[config.mk]
export PLATFORM = sky130hd
export DESIGN_NAME = dac_serial_front
export DESIGN_NICKNAME = d
export VERILOG_FILES = /design/src/rtl/dac_serial_front.sv
export SDC_FILE = /design/constraint.sdc
export NUM_CORES = 1
export LEC_CHECK = 0
export CORE_MARGIN = 2
export CORE_UTILIZATION = 30
export CTS_CLUSTER_DIAMETER = 120
export DETAILED_ROUTE_END_ITERATION = 7
export PLACE_DENSITY = 0.5
export SYNTH_ARGS = -nofsm -noshare
export SYNTH_HDL_FRONTEND = slang
export SYNTH_SLANG_ARGS = --single-unit
[constraint.sdc]
create_clock -name clk -period 2.65 [get_ports clk]
set_input_delay 0.53 -clock clk [delete_from_list [all_inputs] [get_ports clk]]
set_output_delay 0.53 -clock clk [all_outputs]
set_load 0.05 [all_outputs]
[src/rtl/dac_serial_front.sv]
module dac_serial_front #(
  parameter int CODE_W = 14,
  parameter int SREG_W = 32
) (
  input  logic              clk,
  input  logic              rst_n,
  input  logic              sck,
  input  logic              sdi,
  input  logic              cs_ld,
  output logic              sdo,
  output logic [CODE_W-1:0] ch_a_code,
  output logic              ch_a_fast,
  output logic              ch_a_off,
  output logic [CODE_W-1:0] ch_b_code,
  output logic              ch_b_fast,
  output logic              ch_b_off
);
  localparam int DATA_W = CODE_W + 2;
  localparam int CMD_W  = DATA_W + 8;

  logic [2:0]        sck_s, cs_s;
  logic [1:0]        sdi_s;
  logic [SREG_W-1:0] shreg;
  logic [CODE_W-1:0] code_q [2];
  logic [1:0]        fast_q, off_q, sel;
  logic              sck_rise, cs_rise, shift_en;
  logic [3:0]        ctl, adr;
  logic [CODE_W-1:0] new_code;

  always_ff @(posedge clk or negedge rst_n) begin
    if (!rst_n) begin
      sck_s <= '0;
      cs_s  <= '1;
      sdi_s <= '0;
    end else begin
      sck_s <= {sck_s[1:0], sck};
      cs_s  <= {cs_s[1:0], cs_ld};
      sdi_s <= {sdi_s[0], sdi};
    end
  end

  assign sck_rise = sck_s[1] & ~sck_s[2];
  assign cs_rise  = cs_s[1] & ~cs_s[2];
  assign shift_en = sck_rise & ~cs_s[1];

  always_ff @(posedge clk or negedge rst_n) begin
    if (!rst_n)        shreg <= '0;
    else if (shift_en) shreg <= {shreg[SREG_W-2:0], sdi_s[1]};
  end

  assign sdo = shreg[SREG_W-1];

  assign ctl      = shreg[CMD_W-1 -: 4];
  assign adr      = shreg[CMD_W-5 -: 4];
  assign new_code = shreg[DATA_W-1:2];
  assign sel[0]   = (adr == 4'h0) || (adr == 4'hF);
  assign sel[1]   = (adr == 4'h1) || (adr == 4'hF);

  always_ff @(posedge clk or negedge rst_n) begin
    if (!rst_n) begin
      for (int c = 0; c < 2; c++) code_q[c] <= '0;
      fast_q <= '0;
      off_q  <= '0;
    end else if (cs_rise) begin
      for (int c = 0; c < 2; c++) begin
        if (sel[c]) begin
          case (ctl)
            4'b0011: begin code_q[c] <= new_code; off_q[c] <= 1'b0; end
            4'b0100: off_q[c]  <= 1'b1;
            4'b0101: fast_q[c] <= 1'b1;
            4'b0110: fast_q[c] <= 1'b0;
            default: ;
          endcase
        end
      end
    end
  end

  assign ch_a_code = code_q[0];
  assign ch_b_code = code_q[1];
  assign ch_a_fast = fast_q[0];
  assign ch_b_fast = fast_q[1];
  assign ch_a_off  = off_q[0];
  assign ch_b_off  = off_q[1];


  sck_gate_chk: assert property (@(posedge clk) disable iff (!rst_n)
    cs_s[1] |=> $stable(sdo));


  hold_outputs_chk: assert property (@(posedge clk) disable iff (!rst_n)
    !cs_rise |=> ($stable(ch_a_code) && $stable(ch_b_code) && $stable(fast_q) && $stable(off_q)));


  load_a_chk: assert property (@(posedge clk) disable iff (!rst_n)
    (cs_rise && ctl == 4'b0011 && sel[0]) |=> (ch_a_code == $past(new_code) && !ch_a_off));


  fast_b_chk: assert property (@(posedge clk) disable iff (!rst_n)
    (cs_rise && ctl == 4'b0101 && sel[1]) |=> ch_b_fast);


  off_b_chk: assert property (@(posedge clk) disable iff (!rst_n)
    (cs_rise && ctl == 4'b0100 && sel[1]) |=> (ch_b_off && $stable(ch_b_code)));


  bad_addr_chk: assert property (@(posedge clk) disable iff (!rst_n)
    (cs_rise && sel == 2'b00) |=> ($stable(fast_q) && $stable(off_q)));
endmodule

-- After elaboration in Yosys (flattened, before gate mapping)
Cells that the tools add are included.
Widths: inputs -> output; s select.
- flip-flop bits (word level): 72
- output and inout port bits: 33
- bits of input ports: 5
- muxes and demuxes: 2
- reductions and logical operators: 11
- bitwise gates (word level): 6
- equality and inequality tests: 6
- operators by type and width (kind ; number):
    $reduce_and 3->1 ; 6
    $eq 4x3->1 const B ; 3
    $eq 4x1->1 const B ; 1
    $eq 4x2->1 const B ; 1
    $eq 4x4->1 const B ; 1
    $logic_not 4->1 ; 1
    $pmux 1 s2 ; 2
    $reduce_bool 2->1 ; 2
    $and 1x1->1 ; 3
    $not 1->1 ; 3
    $logic_or 1x1->1 ; 2

-- Longest topological paths before layout
- depth in word-level cells: 3
- mapped depth: 6
- mapped depth without buffers: 4

-- Worst setup path before layout
No wires, ideal clock.
- kind: register to register
- start point: register shreg[17]
- end point: register code_q, in the netlist ch_b_code[10]
- slack: 0.666 ns
- arrival: 1.859 ns
- period minus slack after synthesis: 1.984 ns
- library setup time: 0.125 ns
- cell stages (with the launch flop): 7
- cell sequence: dfrtp_1 -> or3_1 -> a211o_1 -> or2_1 -> buf_6 -> buf_12 -> mux2_4
- longest elaborated chain between the ends: 3
- elaborated cells between the ends (all ways): 4
- RTL lines (item ; line ; source):
    from (decl) ; 23 ; logic [SREG_W-1:0] shreg;
    from (signal assigned) ; 48 ; else if (shift_en) shreg <= {shreg[SREG_W-2:0], sdi_s[1]};
    $eq 4x1->1 / $eq 4x4->1 (equally long branches) ; 57 ; assign sel[1] = (adr == 4'h1) || (adr == 4'hF);
    $logic_or 1x1->1 * ; 57 ;
    $reduce_and 3->1 (no source line) * ; -- ;
    to (signal, indexed assignment) ; 68 ; 4'b0011: begin code_q[c] <= new_code; off_q[c] <= 1'b0; end
    to (decl) ; 24 ; logic [CODE_W-1:0] code_q [2];
Every way passes the cells marked *; elsewhere a longest branch is shown, timed or not.
A chain may end at the register's enable or synchronous reset.

-- Final worst setup path
- start point: register shreg[17]
- end point: register code_q, in the netlist ch_b_code[0]
The elaborated chain is that of the path after synthesis.

==> results.py <==
metrics = {
    "run_status": {
        "outcome": "finished clean",
    },
    "routing": {
        "drt_iter0_drc": 44,
        "routedLengthMet1_um": 2263,
        "drc_errors": 0,
        "routedWlPerCell_um": 14.24,
        "drt-total-wl_um": 4627,
        "met3WireLength_um": 303,
        "wl_met2_um": 1926,
        "via_count": 1499,
        "drt_first_pass_iters": 4,
        "vias_per_cell": 4.612,
        "dr.max_layer_used": "met4",
        "ant_nets": 0,
    },
    "global_routing": {
        "overflow": 0,
        "grt_pass1_wl_um": 7824,
        "grt_antenna_before_repair": 0,
        "grt_use_total_pct": 10.40,
        "grt_max_degree": 73,
        "grt_pass1_vias": 1509,
    },
    "layout": {
        "final_cell_area_um2": 3433,
        "fillers": 843,
        "fin_cells": 325,
        "n_antenna_cell": 0,
        "areaGrowthSynthToFinish_pct": 25.64,
        "nets": 218,
        "drive_gt1_share_pct": 27.65,
    },
    "logic_synthesis": {
        "synth_flop_cell": "dfrtp_1",
        "yosysSeqAreaShare_pct": 66.07,
        "async_flop_share_pct": 100.0,
        "synth_cells": 170,
        "synth_area_um2": 2733,
        "synth_cell_types": 26,
        "yosys-top-cells-count": "69 x dfrtp_1, 29 x mux2_2, 18 x mux2_1",
        "synth_most_common_cell": "dfrtp_1",
        "synth_enable_flop_cells": 0,
        "synthTopCellsByArea": "dfrtp_1 63%, mux2_2 12%, mux2_1 7.4%",
        "yosysTopAreaCell": "dfrtp_1",
        "ys_warn_count": 0,
        "synth-seq-cells": 72,
        "synth.net_count": 175,
        "synth.avg_cell_area_um2": 16.07,
        "synth.top_cell.area_share_pct": 63.19,
    },
    "sta": {
        "fin_crit_ps": 2268,
        "clock_skew_ps": 6.984,
        "setup_viol": 0,
        "finalCritPeriodShare_pct": 85.58,
        "tightest_slew_ps": 875.0,
        "rsz0062_at_grt": "false",
        "setup_tns_ps": 0,
        "max_clock_freq_ghz": 0.4410,
        "slew_viol_final": 0,
        "hold_violations": 0,
        "relSlewSlack_pct": 41.66,
    },
    "setup_path": {
        "endpoint": "ch_b_code[0]",
        "cp.required_ps": 2880,
        "cp-end-kind": "flop",
        "r2r-end": "ch_b_code[0]",
        "cp.buffers_inverters": 0,
        "start_kind": "flop",
        "slowest_stage": "or2_1",
        "worstSetupPathDepth": 4,
        "crit_path_start": "shreg[17]",
        "regToRegSetupSlack_ps": 380,
        "path_max_fanout": 14,
        "criticalPathCategory": "reg2reg",
        "crit_chain": "or3_1 -> a211o_1 -> or2_1 -> mux2_1",
        "max_stage_delay_ps": 540,
        "path_delay_family": "simple AND/OR/NAND/NOR gates",
        "worst-r2r-cell-count": 4,
        "r2r_start": "shreg[17]",
        "worstPathArrival_ps": 2500,
    },
    "placement": {
        "dp.cells": 310,
        "port_buffers": 37,
        "placed_cell_area_um2": 3213,
        "gp_congestion": 0.7520,
        "dp_hpwl_um": 2798,
    },
    "clock_tree": {
        "cts_root_buffer": "clkbuf_8",
        "numCtsBuffers": 9,
        "ctsResizeCount": 0,
        "cts_tree": "done",
        "hold_buffers": 0,
        "insertion_delay_ps": 350,
        "path_clk_slew_ps": 70,
        "clock-sinks": 72,
        "post_cts_buffers": 0,
        "clockBufferDepth": 2,
        "cts_max_level": 3,
    },
    "floorplanning": {
        "die_y_um": 99.44,
        "num_rows": 34,
        "num_io_pins": 38,
        "die-area_um2": 9888,
        "die-width_um": 99.44,
        "start_util_pct": 31.18,
        "core_um2": 8763,
    },
    "pwr": {
        "power.density_nw_per_um2": 666.8,
        "ir_drop_mv": 0.3530,
        "p_leak_nw": 1.635,
    },
    "hold_path": {
        "hp-class": "in2async",
    },
    "run": {
        "cap_viol_max_count": 0,
    },
}
==> registers in the layout, indices dropped and copies added, names as in the netlist <==
name,count
sck_s,3
cs_s,3
ch_b_code,14
shreg,32
ch_a_code,14
fast_q,2
sdi_s,2
off_q,2
==> kinds of logic after synthesis <==
family / Yosys count / share of synthesized area [%]
mux: 57 / 24.86
simple gates: 20 / 3.846
buf+inv: 10 / 2.335
compound gates: 11 / 2.885
flops: 72 / 66.07
==> routing by layer <==
layer  global-route usage (%)  vias to the layer above
met1                    14.66                      754
met4                    6.006                        0
met5                        0                        -
li1                         -                      686
met2                    13.51                       47
met3                    3.935                       12
==> worst min-delay path by stage <==
stage          startpoint            to  slack [ps]  depth (start not counted)
6_report            rst_n  ch_b_code[4]         190                          2
2_1_floorplan       rst_n  ch_a_code[0]         230                          0
4_1_cts             rst_n  ch_b_code[4]         210                          2
3_5_place_dp     sck_s[0]      sck_s[1]         330                          0
3_3_place_gp     sdi_s[0]      sdi_s[1]         340                          0
5_1_grt             rst_n  ch_b_code[4]         220                          2
==> cells in the final DEF (no fill, tap or decap) <==
master / Yosys / final
and4_1: 1 / 1
dfrtp_1: 69 / 69
buf_4: 0 / 1
buf_2: 2 / 1
or3_1: 2 / 2
nor2_1: 4 / 4
dfstp_2: 3 / 3
nand2_1: 3 / 3
nor3_1: 1 / 1
nand2b_1: 1 / 1
mux2_2: 29 / 29
a2bb2oi_1: 3 / 3
o41ai_1: 1 / 1
o21a_1: 1 / 1
or2_1: 1 / 1
o21ai_0: 4 / 4
clkbuf_8: 0 / 11
a211o_1: 1 / 1
clkbuf_1: 3 / 1
nor3b_2: 0 / 1
inv_1: 3 / 3
mux2_1: 18 / 18
buf_12: 1 / 1
nand3_1: 4 / 4
clkdlybuf4s50_1: 0 / 36
bufinv_16: 0 / 2
o31ai_1: 1 / 1
nor4_1: 2 / 2
clkinv_2: 0 / 1
mux2_4: 10 / 10
==> worst reg2reg max path: cells and delay by family, from the launching register on <==
kind,cells,cell delay [ps]
flip-flops,1,420
AND/OR/NAND/NOR,2,930
AO/OA/AOI/OAI,1,350
multiplexers,1,450
==> layout make-up <==
class	count	area (um^2)	area share, %
tap	108	135.1	3.936
clock inverter	3	65.06	1.895
clock buffer	12	155.1	4.519
sequential	72	1805	52.59
timing repair buffer	39	392.9	11.44
inverter	3	11.26	0.3280
multi-input combinational	88	868.3	25.29
==> through the flow <==
stage                     worst slack, ps  utilization [%]  hold slack [ps]  total power (W)
after detailed placement            354.5            36.66            334.7         0.001343
after CTS                           342.5            39.18            209.6         0.002321
after global placement              409.7            36.66            336.2         0.001342
after global routing                238.7            39.18            218.3         0.002393
after floorplan                     665.8                -            234.4         0.001285
final                               382.2            39.18            189.9         0.002289
==> report_power, final <==
group          internal [W]  switching, W
Combinational     0.0000587     0.0000421
Sequential          0.00116     0.0000539
Clock              0.000576      0.000395
Total               0.00180      0.000491
Note: power is estimated with default switching activity, not from simulation.
